### config.mk
export PLATFORM = sky130hd
export DESIGN_NAME = dma_stall_requester
export DESIGN_NICKNAME = d
export VERILOG_FILES = /design/src/rtl/dsr_pkg.sv /design/src/rtl/dsr_sync.sv /design/src/rtl/dsr_watchdog.sv /design/src/rtl/dsr_fsm.sv /design/src/rtl/dma_stall_requester.sv
export SDC_FILE = /design/constraint.sdc
export NUM_CORES = 1
export LEC_CHECK = 0
export BUFFER_PORTS_ARGS = -buffer_cell sky130_fd_sc_hd__buf_2
export CORE_UTILIZATION = 58
export CTS_CLUSTER_DIAMETER = 200
export DETAILED_ROUTE_END_ITERATION = 10
export GPL_TIMING_DRIVEN = 0
export PLACE_DENSITY_LB_ADDON = 0.15
export SLEW_MARGIN = 20
export SYNTH_ARGS = -nofsm -noshare
export SYNTH_HDL_FRONTEND = slang
export SYNTH_SLANG_ARGS = --single-unit
### constraint.sdc
create_clock -name clk -period 4.2 [get_ports clk]
set_clock_uncertainty 0.2 [all_clocks]
set_input_delay 0.21 -clock clk [delete_from_list [all_inputs] [get_ports clk]]
set_output_delay 0.21 -clock clk [all_outputs]
set_load 0.01 [all_outputs]
### src/rtl/dsr_pkg.sv
package dsr_pkg;
   typedef enum logic [1:0] {
      ST_IDLE = 2'd0,
      ST_REQ  = 2'd1,
      ST_OWN  = 2'd2,
      ST_WAIT = 2'd3
   } rq_state_t;

   // order of bits in the synchronised input vector
   localparam int SI_S1   = 0;
   localparam int SI_S0   = 1;
   localparam int SI_CMD  = 2;
   localparam int SI_PRE  = 3;
   localparam int SI_GNT  = 4;
   localparam int SI_WIN  = 5;
   localparam int SI_W    = 6;
endpackage

### src/rtl/dsr_sync.sv
module dsr_sync #(
   parameter int                 WIDTH   = 6,
   parameter int                 STAGES  = 2,
   parameter logic [WIDTH-1:0]   RST_VAL = '0
) (
   input  logic             clk,
   input  logic             rst_n,
   input  logic [WIDTH-1:0] d_i,
   output logic [WIDTH-1:0] q_o
);
   generate
      if (STAGES < 2) begin : g_bad_stages
         $error("dsr_sync: STAGES must be at least 2");
      end
   endgenerate

   logic [WIDTH-1:0] chain_q [STAGES];

   always_ff @(posedge clk or negedge rst_n) begin
      if (!rst_n) begin
         for (int i = 0; i < STAGES; i++) chain_q[i] <= RST_VAL;
      end else begin
         chain_q[0] <= d_i;
         for (int i = 1; i < STAGES; i++) chain_q[i] <= chain_q[i-1];
      end
   end

   assign q_o = chain_q[STAGES-1];
endmodule

### src/rtl/dsr_watchdog.sv
module dsr_watchdog #(
   parameter int CNT_W    = 6,
   parameter bit ESCALATE = 1'b0
) (
   input  logic clk,
   input  logic rst_n,
   input  logic run_i,       // grant held
   input  logic cmd_seen_i,  // synchronised command strobe active
   output logic s1_pull_o,
   output logic cmd_pull_o,
   output logic expired_o
);
   localparam logic [CNT_W-1:0] CNT_MAX   = {CNT_W{1'b1}};
   localparam logic [CNT_W-1:0] FIRE_AT   = CNT_MAX - 1'b1;
   localparam logic [CNT_W-1:0] ESC_S1_AT = CNT_MAX - 3'd5;
   localparam logic [CNT_W-1:0] ESC_CM_AT = CNT_MAX - 3'd3;

   generate
      if (CNT_W < 4) begin : g_bad_width
         $error("dsr_watchdog: CNT_W must be at least 4");
      end
   endgenerate

   logic [CNT_W-1:0] cnt_q;
   logic             restart;

   // a strobe we drive ourselves must not restart the count
   assign restart = cmd_seen_i && !cmd_pull_o;

   always_ff @(posedge clk or negedge rst_n) begin
      if (!rst_n)                cnt_q <= '0;
      else if (!run_i || restart) cnt_q <= '0;
      else if (cnt_q != CNT_MAX) cnt_q <= cnt_q + 1'b1;
   end

   assign expired_o = run_i && (cnt_q == CNT_MAX);

   generate
      if (ESCALATE) begin : g_escalate
         assign s1_pull_o  = run_i && (cnt_q >= ESC_S1_AT);
         assign cmd_pull_o = run_i && (cnt_q >= ESC_CM_AT);
      end else begin : g_plain
         assign s1_pull_o  = run_i && (cnt_q >= FIRE_AT);
         assign cmd_pull_o = 1'b0;
      end
   endgenerate

   // count saturates, it never wraps back while the grant lasts
   a_r6_no_wrap: assert property (@(posedge clk) disable iff (!rst_n)
      (run_i && cnt_q == CNT_MAX && !restart) |=> (cnt_q == CNT_MAX));
endmodule

### src/rtl/dsr_fsm.sv
module dsr_fsm
   import dsr_pkg::*;
#(
   parameter int BLANK = 3
) (
   input  logic clk,
   input  logic rst_n,
   input  logic dreq_i,
   input  logic win_s_i,
   input  logic gnt_s_i,
   input  logic pre_n_s_i,
   input  logic bus_idle_i,
   input  logic wd_expired_i,
   output logic req_pull_o,
   output logic burst_pull_o,
   output logic granted_o
);
   localparam int BW = $clog2(BLANK + 2);

   rq_state_t st_q, st_d;
   logic [BW-1:0] blank_q;
   logic          blanked;

   assign blanked = (blank_q != '0);

   always_comb begin
      st_d = st_q;
      unique case (st_q)
         ST_IDLE: if (dreq_i) st_d = ST_REQ;
         ST_REQ: begin
            if (!dreq_i)                   st_d = ST_IDLE;
            else if (!gnt_s_i && win_s_i)  st_d = ST_OWN;
         end
         ST_OWN: begin
            if (!pre_n_s_i && !blanked)    st_d = ST_WAIT;
            else if (wd_expired_i)         st_d = ST_WAIT;
            else if (!dreq_i && bus_idle_i) st_d = ST_IDLE;
         end
         ST_WAIT: if (pre_n_s_i && gnt_s_i) st_d = ST_IDLE;
         default: st_d = ST_IDLE;
      endcase
   end

   always_ff @(posedge clk or negedge rst_n) begin
      if (!rst_n) begin
         st_q    <= ST_IDLE;
         blank_q <= '0;
      end else begin
         st_q <= st_d;
         // our own request echo still sits in the synchroniser at grant entry
         if (st_q != ST_OWN && st_d == ST_OWN) blank_q <= BW'(BLANK);
         else if (blanked)                     blank_q <= blank_q - 1'b1;
      end
   end

   assign req_pull_o   = (st_q == ST_REQ);
   assign burst_pull_o = (st_q == ST_OWN);
   assign granted_o    = (st_q == ST_OWN);

   // request and burst never driven together
   a_r2_req_burst_excl: assert property (@(posedge clk) disable iff (!rst_n)
      !(req_pull_o && burst_pull_o));
   // sensed preempt past blanking releases burst on the next edge
   a_r4_preempt_release: assert property (@(posedge clk) disable iff (!rst_n)
      (granted_o && !pre_n_s_i && !blanked) |=> !burst_pull_o);
   // expiry leaves the grant and drives nothing
   a_r9_drop_after_expiry: assert property (@(posedge clk) disable iff (!rst_n)
      wd_expired_i |=> (!req_pull_o && !burst_pull_o));
endmodule

### src/rtl/dma_stall_requester.sv
module dma_stall_requester
   import dsr_pkg::*;
#(
   parameter int SYNC_STAGES = 2,
   parameter int CNT_W       = 6,
   parameter bit ESCALATE    = 1'b0
) (
   input  logic clk,
   input  logic rst_n,
   input  logic dreq_i,
   input  logic arb_win_i,
   input  logic arb_gnt_i,
   input  logic preempt_n_i,
   input  logic cmd_n_i,
   input  logic s0_n_i,
   input  logic s1_n_i,
   output logic req_pull_o,
   output logic burst_pull_o,
   output logic s1_pull_o,
   output logic cmd_pull_o,
   output logic granted_o
);
   localparam logic [SI_W-1:0] SYNC_RST = 6'b01_1111;

   logic [SI_W-1:0] raw, syn;
   logic            bus_idle, expired, wd_s1, wd_cmd;

   assign raw = {arb_win_i, arb_gnt_i, preempt_n_i, cmd_n_i, s0_n_i, s1_n_i};

   dsr_sync #(.WIDTH(SI_W), .STAGES(SYNC_STAGES), .RST_VAL(SYNC_RST)) u_sync (
      .clk(clk), .rst_n(rst_n), .d_i(raw), .q_o(syn)
   );

   assign bus_idle = syn[SI_S0] && syn[SI_S1] && syn[SI_CMD];

   dsr_watchdog #(.CNT_W(CNT_W), .ESCALATE(ESCALATE)) u_wd (
      .clk(clk), .rst_n(rst_n), .run_i(granted_o), .cmd_seen_i(!syn[SI_CMD]),
      .s1_pull_o(wd_s1), .cmd_pull_o(wd_cmd), .expired_o(expired)
   );

   dsr_fsm #(.BLANK(SYNC_STAGES + 1)) u_fsm (
      .clk(clk), .rst_n(rst_n), .dreq_i(dreq_i),
      .win_s_i(syn[SI_WIN]), .gnt_s_i(syn[SI_GNT]), .pre_n_s_i(syn[SI_PRE]),
      .bus_idle_i(bus_idle), .wd_expired_i(expired),
      .req_pull_o(req_pull_o), .burst_pull_o(burst_pull_o), .granted_o(granted_o)
   );

   // forced pulses only while the arbitration is ours
   assign s1_pull_o  = wd_s1  && granted_o;
   assign cmd_pull_o = wd_cmd && granted_o;

   // forced lines only while granted
   a_r8_pull_only_granted: assert property (@(posedge clk) disable iff (!rst_n)
      (s1_pull_o || cmd_pull_o) |-> granted_o);
   // the S1 pulse is never shorter than two cycles
   a_r6_pulse_min: assert property (@(posedge clk) disable iff (!rst_n)
      $fell(s1_pull_o) |-> $past(s1_pull_o, 2));
endmodule

==> results.yml, run 1 <==
setup_path:
  required_ps: 3790
  slowest_stage: "dfrtp_1"
  crit_type: "reg2out"
  crit_family: "flip-flops"
  cp-end-kind: "output port"
  reg2reg_depth: 6
  path_cells: "nor2b_1, o21ai_0, nor2_1, buf_2"
  r2r-end: "u_fsm.st_q[1]"
  arrival_ps: 1470
  reg2reg_setup_slack_ps: 2570
  path_max_fanout: 7
  cp_num_buf_inv: 1
  cp.depth: 4
  r2r_start: "u_fsm.blank_q[0]"
  cp-start-kind: "flop"
  slowest_delay_ps: 450
die:
  initial_core_util_pct: 63.9
  row_count: 14
  dieWidth_um: 43.4
  die-area_mm2: 0.00189
  die_h_um: 43.4
  core_mm2: 0.00156
  pin_count: 14
layout:
  final_util_pct: 75.8
  fin_nets: 123
  diodes: 0
  layout-drive-gt1-share_pct: 32.1
  synthToLayoutAreaGrowth_pct: 18.7
  nFillCells: 116
  final_area_mm2: 0.00118
  final-seq-area_um2: 588
  multi_input_area_um2: 354
worst_hold_path:
  hold_end: "u_sync.q_o[1]"
  hp-class: "reg2reg"
  whs_path_depth: 0
  hp-start: "u_sync.chain_q[7]"
sta:
  max_freq_ghz: 0.533
  setup_viol: 0
  setup_tns_ps: 0
  rsz0062_at_grt: "no"
  period_minus_slack_ps: 1880
  worstMarginPinSlew_ps: 502
  finalHoldViolCount: 0
  maxSlewHeadroom_pct: 66.5
  final_max_slew_viol_count: 0
  period_share_pct: 44.7
  whs_ps: 164
detailed_routing:
  num_vias: 695
  drc: 0
  routed_wl_um: 1710
  ant_nets: 0
  routedWlPerCell_um: 13.7
  dr.pass1.iters: 4
  via_per_inst: 5.56
  drtIter0Drc: 8
global_routing:
  grt_max_degree: 24
  grt_pass1_vias: 621
  grt_pass1_wl_um: 2800
  antenna_found_initial: 0
  grt-ovfl-total: 0
  track_usage_pct: 20.8
cts:
  cts_root_buffer: "clkbuf_4"
  cts_tree: "yes"
  cts.sinks: 23
  ctsHoldBuffers: 8
  path_clk_slew_ps: 120
  cts_resized: 0
  h-tree-depth: 1
  numCtsBuffers: 3
  clk_latency_ps: 310
  ctsLongestPathBuffers: 2
  post_cts_buffers: 0
power_and_ir_drop:
  ir_worst_vdd_mv: 0.296
  cellPowerDensity_mw_per_mm2: 446
  finalPower_uw: 528
  p_leak_nw: 0.532
yosys:
  yosysMostFrequentCell: "dfrtp_1"
  yosysSeqAreaShare_pct: 59.0
  synth-edff-count: 0
  yosys.area.top_type: "dfrtp_1"
  synthTopCellsByCount: "dfrtp_1, dfstp_2, a31oi_1, inv_1"
  syn_avg_cell_area_um2: 11.7
  synth_top_area_share_pct: 32.7
  yosysWarningCount: 0
  postSynthCellCount: 85
  async_flop_share_pct: 100
  syn_area_um2: 996
  ys_ff_latch: 23
  synth_cell_types: 30
  ys.flop_type: "dfrtp_1"
  synth.area.top_cells: "dfrtp_1, dfstp_2, ha_1, a31oi_1, buf_4"
  syn-num-nets: 98
placement:
  place_area_mm2: 0.00108
  globalplace.congestion: 0.756
  port_buffers: 12
  place.detailed.hpwl_um: 1110
run_status:
  outcome: "finished clean"
flow_run:
  drv_cap: 0
[per-stage QoR]
step	instances	setup slack, ps
after CTS	125	2320
after global placement	113	2600
after detailed placement	113	2550
after floorplan	85	2650
after global routing	125	2130
final	125	2320
[power breakdown]
group / total (mW) / switching, mW / leakage (nW) / internal (mW)
registers: 0.283 / 0.0248 / 0.272 / 0.258
logic: 0.145 / 0.0672 / 0.245 / 0.0778
clock network: 0.0996 / 0.0625 / 0.0150 / 0.0371
total: 0.528 / 0.154 / 0.532 / 0.373
[worst max-delay path by stage]
| stage | start | end | slack (ps) |
|---|---|---|---|
| 2_1_floorplan | u_fsm.blank_q[0] | u_fsm.st_q[1] | 2650 |
| 3_3_place_gp | u_fsm.blank_q[0] | u_fsm.st_q[1] | 2600 |
| 3_5_place_dp | u_fsm.blank_q[0] | u_fsm.st_q[1] | 2550 |
| 4_1_cts | u_fsm.st_q[1] | s1_pull_o | 2320 |
| 5_1_grt | u_fsm.st_q[1] | s1_pull_o | 2130 |
| 6_report | u_fsm.st_q[1] | s1_pull_o | 2320 |
[worst reg2reg max path, stage by stage (launching register included)]
cell and delay, ps:
dfrtp_1 380, inv_1 50, ha_1 190, ha_1 240, o21ba_2 230, o21ai_0 140
o211ai_1 100
[cells in the final DEF, fill, tap and decap left out, types with 2 or more instances in the layout]
cell type	n
nor3b_1	3
a31oi_1	5
nor2_1	2
nand4_1	2
inv_1	5
clkbuf_4	3
ha_1	4
nor2b_1	3
nand2_1	4
dlygate4sd3_1	8
nor3_1	2
dfrtp_1	13
nand3b_1	3
buf_4	4
nand3_1	3
buf_2	13
dfstp_2	10
o21ai_0	4
a21oi_1	4
[sequential cells by signal, indices dropped and copies added, names as in the netlist]
| name | count |
|---|---|
| u_sync.chain_q | 6 |
| u_sync.q_o | 6 |
| u_wd.cnt_q | 6 |
| u_fsm.blank_q | 3 |
| u_fsm.st_q | 2 |
[cells by family (layout without fill, tap and decap cells)]
group           count (synthesis)  count (layout)  synth area share (%)
flops                          23              23                  59.0
other cells                     1               1                 0.377
fa+ha+maj                       4               4                  5.03
mux                             1               1                  1.13
compound gates                 17              17                  10.9
simple gates                   28              28                  17.2
buf+inv                        10              34                  5.40
xor+xnor                        1               1                 0.880
[area by class of cell]
| cell class | count | share of cell area, % |
|---|---|---|
| buffer | 5 | 2.96 |
| sequential | 23 | 49.7 |
| timing repair buffer | 20 | 11.9 |
| multi-input combinational | 52 | 29.9 |
| tap | 16 | 1.69 |
| inverter | 5 | 1.59 |
| clock buffer | 4 | 2.22 |
[layer usage]
metal / share of wire [%] / track usage [%]
met3: 4.6 / 5.00
met5: 0 / 0
met1: 49 / 30.8
met4: 1.7 / 7.50
met2: 45 / 30.3
No activity file was read; power rests on OpenSTA's default activity.
==> run 2, diff against run 1 <==
--- a/config.mk
+++ b/config.mk
@@ -6,7 +6,7 @@
 export NUM_CORES = 1
 export LEC_CHECK = 0
 export BUFFER_PORTS_ARGS = -buffer_cell sky130_fd_sc_hd__buf_2
-export CORE_UTILIZATION = 58
+export CORE_UTILIZATION = 49
 export CTS_CLUSTER_DIAMETER = 200
 export DETAILED_ROUTE_END_ITERATION = 10
 export GPL_TIMING_DRIVEN = 0
==> constraint.sdc (replaced) <==
create_clock -name clk -period 1.5 [get_ports clk]
set_clock_uncertainty 0.2 [all_clocks]
set_input_delay 0.075 -clock clk [delete_from_list [all_inputs] [get_ports clk]]
set_output_delay 0.075 -clock clk [all_outputs]
set_load 0.01 [all_outputs]
==> run 2 against run 1 <==
Net effect:
- the run now ends with setup timing left
- die area increased by 17%
- cell count increased by 14%
- via count rose by 8.2%
- worst setup slack got worse by 2300 ps
- highest routed layer unchanged
- critical path type unchanged
- count of clock-buffer cells in the layout shrank 1
- power rose to 3.2 times the previous value
- routed wire length increased by 22%
==> results.yml, run 2 (same netlist as run 1, synthesis figures left out) <==
placement:
  port_buffers: 12
  globalplace.congestion: 0.805
  place_area_mm2: 0.00109
  place.detailed.hpwl_um: 1130
  placed_cells: 122
cts:
  ctsLongestPathBuffers: 2
  cts_root_buffer: "clkbuf_4"
  clk_latency_ps: 300
  cts_tree: "yes"
  cts.sinks: 23
  path_clk_slew_ps: 120
  h-tree-depth: 1
  numCtsBuffers: 3
layout:
  final_cell_mix: "buf_4, buf_2, dfstp_2"
  nFillCells: 132
  final_common_cell: "buf_4"
  layout-drive-gt1-share_pct: 49.2
  final_cells: 143
  multi_input_area_um2: 412
  diodes: 0
  fin_nets: 132
  final-seq-area_um2: 593
  final_area_mm2: 0.00133
  synthToLayoutAreaGrowth_pct: 33.7
sta:
  rsz0062_at_grt: "yes"
  finalHoldViolCount: 0
  final_max_slew_viol_count: 0
  max_freq_ghz: 0.656
  finalWorstSetupSlack_ps: -23.5
  setup_viol: 1
  whs_ps: 59.1
  period_share_pct: 102
  period_minus_slack_ps: 1520
setup_path:
  path_max_fanout: 6
  arrival_ps: 1250
  r2r-end: "u_fsm.st_q[1]"
  crit_start: "u_fsm.st_q[0]"
  crit_type: "reg2out"
  cp-end-kind: "output port"
  cp-start-kind: "flop"
  reg2reg_depth: 6
  required_ps: 1220
  reg2reg_setup_slack_ps: 20
  r2r_start: "u_fsm.blank_q[0]"
die:
  row_count: 15
  core_mm2: 0.00182
  die-area_mm2: 0.00222
  initial_core_util_pct: 54.7
  die_h_um: 47.1
  pin_count: 14
  dieWidth_um: 47.1
global_routing:
  track_usage_pct: 21.7
  grt-ovfl-total: 0
  grt_pass1_wl_um: 3060
  antenna_found_initial: 0
  met2_usage_pct: 41.7
  grt_pass1_vias: 699
  grt_max_degree: 24
  gr-usage-met3_pct: 4.23
  met1_usage_pct: 22.4
  grt_busiest_layer: "met2"
detailed_routing:
  drtIter0Drc: 29
  dr.pass1.iters: 4
  num_vias: 752
  ant_nets: 0
  routed_wl_um: 2080
  via_per_inst: 5.26
  drc: 0
  routedWlPerCell_um: 14.6
power_and_ir_drop:
  power_frac_comb_pct: 37.3
  power_frac_clock_pct: 16.0
  internal_power_mw: 1.18
  cellPowerDensity_mw_per_mm2: 1280
  seq_power_share_pct: 46.7
  p_switching_uw: 530
  ir_worst_vdd_mv: 0.878
  switching_share_pct: 31.0
  p_leak_nw: 0.573
flow_run:
  drv_cap: 0
run_status:
  outcome: "finished, violations left"
  violations: "setup timing"
worst_hold_path:
  hp-class: "in2async"
-- run 2: changes by cell type in the layout (fill, tap and decap cells not counted), moves of 3 or more --
cell / previous run / this run
dfrtp_1: 13 / 9
ha_1: 4 / 0
buf_4: 4 / 13
ha_4: 0 / 3
dfrtp_2: 0 / 4
-- run 2: what timing repair did --
item,in CTS,in global routing
pin swaps,4,4
hold endpoints to repair,32,0
buffers inserted,4,6
hold buffers,8,0
endpoints found under the setup margin,7,10
gates resized for setup,9,9
-- run 2: worst max path at each step --
stage,end
6_report,s1_pull_o
5_1_grt,s1_pull_o
3_3_place_gp,u_fsm.st_q[1]
3_5_place_dp,u_fsm.st_q[1]
2_1_floorplan,u_fsm.st_q[1]
4_1_cts,s1_pull_o
-- run 2: per-stage QoR --
step	total power, mW	TNS (ps)	util, %	setup slack (ps)
after floorplan	1.10	0	-	12.2
after global placement	1.19	-52.7	59.9	-47.9
after detailed placement	1.23	-141	59.9	-86.5
after CTS	1.62	-23.5	68.6	-14.2
after global routing	1.84	-180	73.1	-90.4
final	1.71	-23.5	73.1	-23.5
-- run 2: area by class of cell --
cell class	instances	area share, %
Tap cell	25	2.35
Timing Repair Buffer	30	16.4
Clock inverter	1	0.376
Sequential cell	23	44.5
Clock buffer	3	1.69
Multi-Input combinational cell	52	30.9
Inverter	5	1.41
Buffer	4	2.26
-- run 2: worst max-delay path, cell delays in order (launching register included) --
cell and delay (ps):
dfrtp_2 470, nor2b_4 180, o21ai_2 70, nor2_1 90, buf_2 130
-- run 2: routing by layer --
layer,share of wire [%],vias up
met5,0,-
met4,0.91,0
met3,4.4,2
met2,56,27
met1,39,359
li1,-,364
-- run 2: power groups by stage --
stage | registers, mW | logic [mW] | clock network, mW
5_1_grt | 0.810 | 0.721 | 0.307
6_report | 0.798 | 0.638 | 0.274
4_1_cts | 0.802 | 0.530 | 0.289
3_5_place_dp | 0.808 | 0.418 | 0
3_3_place_gp | 0.802 | 0.391 | 0
2_1_floorplan | 0.786 | 0.310 | 0
==> run 3, diff against run 2 <==
--- a/config.mk
+++ b/config.mk
@@ -10,6 +10,7 @@
 export CTS_CLUSTER_DIAMETER = 200
 export DETAILED_ROUTE_END_ITERATION = 10
 export GPL_TIMING_DRIVEN = 0
+export HOLD_SLACK_MARGIN = 0.06
 export PLACE_DENSITY_LB_ADDON = 0.15
 export SLEW_MARGIN = 20
 export SYNTH_ARGS = -nofsm -noshare
==> run 3 against run 2 <==
Net effect:
- the flow still finishes with violations (setup timing)
- largest cell class unchanged
- first-iteration DRC count is 14% lower
- worst hold slack better by 100 ps
- power is 2.6% higher
- fmax is 1.1% lower
- clock power is 3% higher
- critical path depth stayed put
- routed wire length is 10% higher
- global-route usage is 0.83 points higher
- non-clock buffer count is 4 higher
- highest routed layer unchanged
- flip-flop and latch count stayed put
- sequential power hardly changed
==> results.yml, run 3 (same netlist as run 1, synthesis figures left out) <==
worst_hold_path:
  whs_path_depth: 0
  hp-start: "u_sync.chain_q[6]"
  hp-class: "reg2reg"
  hold_end: "u_sync.q_o[0]"
placement:
  place_area_mm2: 0.00109
  place_ws_ps: -86.5
  globalplace.congestion: 0.805
  place.detailed.hpwl_um: 1130
  port_buffers: 12
sta:
  period_minus_slack_ps: 1540
  setup_viol: 4
  final_max_slew_viol_count: 0
  max_freq_ghz: 0.649
  whs_ps: 160
  rsz0062_at_grt: "yes"
  setup_tns_ps: -94.2
  period_share_pct: 103
  finalHoldViolCount: 0
  finalWorstSetupSlack_ps: -40.5
layout:
  synthToLayoutAreaGrowth_pct: 38.9
  layout-drive-gt1-share_pct: 51.6
  final_cell_mix: "buf_4, buf_2, dfstp_2"
  final_common_cell: "buf_4"
  diodes: 0
  nFillCells: 124
  final_area_mm2: 0.00138
  fin_nets: 136
global_routing:
  grt_max_degree: 24
  antenna_found_initial: 0
  track_usage_pct: 22.6
  grt_pass1_vias: 689
  grt-ovfl-total: 0
  grt_pass1_wl_um: 3160
setup_path:
  slowest_delay_ps: 480
  slowest_stage: "dfrtp_2"
  required_ps: 1220
  reg2reg_depth: 4
  arrival_ps: 1270
  cp-end-kind: "output port"
  path_max_fanout: 6
  cp_num_buf_inv: 1
  cp-start-kind: "flop"
  r2r-end: "u_wd.cnt_q[3]"
  r2r_start: "u_fsm.st_q[0]"
  crit_family: "flip-flops"
  path_cells: "nor2b_4, o21ai_2, nor2_1, buf_2"
  reg2reg_setup_slack_ps: -30
  crit_type: "reg2out"
die:
  core_mm2: 0.00182
  initial_core_util_pct: 54.7
  die-area_mm2: 0.00222
  die_h_um: 47.1
  dieWidth_um: 47.1
  pin_count: 14
  row_count: 15
cts:
  cts_tree: "yes"
  h-tree-depth: 1
  cts_root_buffer: "clkbuf_4"
  numCtsBuffers: 3
  clk_latency_ps: 310
  cts.sinks: 23
  ctsLongestPathBuffers: 2
  path_clk_slew_ps: 130
power_and_ir_drop:
  ir_worst_vdd_mv: 0.899
  cellPowerDensity_mw_per_mm2: 1270
  p_leak_nw: 0.595
detailed_routing:
  num_vias: 802
  ant_nets: 0
  dr.pass1.iters: 4
  via_per_inst: 5.46
  routedWlPerCell_um: 15.6
  drc: 0
  drtIter0Drc: 25
  routed_wl_um: 2300
run_status:
  violations: "setup timing"
  outcome: "finished, violations left"
flow_run:
  drv_cap: 0
run 3: cell type report:
type | count | area (um2) | share of cell area, %
plain buffers | 4 | 30.0 | 2.17
flip-flops and latches | 23 | 593 | 42.9
clock inverters | 1 | 5.00 | 0.362
inverters | 5 | 18.8 | 1.36
clock buffers | 3 | 22.5 | 1.63
well taps | 25 | 31.3 | 2.26
repair buffers | 34 | 251 | 18.2
multi-input cells | 52 | 432 | 31.2
run 3: per-stage QoR:
step | util (%) | cells | power [mW]
4_1_cts | 69.1 | 138 | 1.62
2_1_floorplan | - | 85 | 1.10
3_3_place_gp | 59.9 | 122 | 1.19
3_5_place_dp | 59.9 | 122 | 1.23
5_1_grt | 76.0 | 147 | 1.87
6_report | 76.0 | 147 | 1.76
run 3: report_power, final:
group	switching [mW]	internal (mW)	leakage, nW
combinational	0.301	0.371	0.311
sequential	0.0731	0.728	0.266
clock	0.183	0.0995	0.0177
run 3: how the worst max path moves through the flow:
stage,from,to,cells past startpoint
2_1_floorplan,u_fsm.blank_q[0],u_fsm.st_q[1],6
3_5_place_dp,u_fsm.blank_q[0],u_fsm.st_q[1],6
6_report,u_fsm.st_q[0],s1_pull_o,4
3_3_place_gp,u_fsm.blank_q[0],u_fsm.st_q[1],6
4_1_cts,u_fsm.st_q[0],s1_pull_o,4
5_1_grt,u_wd.cnt_q[0],s1_pull_o,5
run 3: routing by layer:
layer	up-vias	track usage (%)	routed length [um]
met1	394	25.2	947
met4	0	10.3	41
met2	30	41.4	1220
met3	4	4.23	92
met5	-	0	0
li1	374	-	-
run 3: repair_timing:
action | in CTS | in global routing
pin swaps | 4 | 5
endpoints found under the setup margin | 7 | 10
gates resized for setup | 9 | 12
buffers inserted | 4 | 9
hold endpoints to repair | 34 | 0
hold buffers | 9 | 0
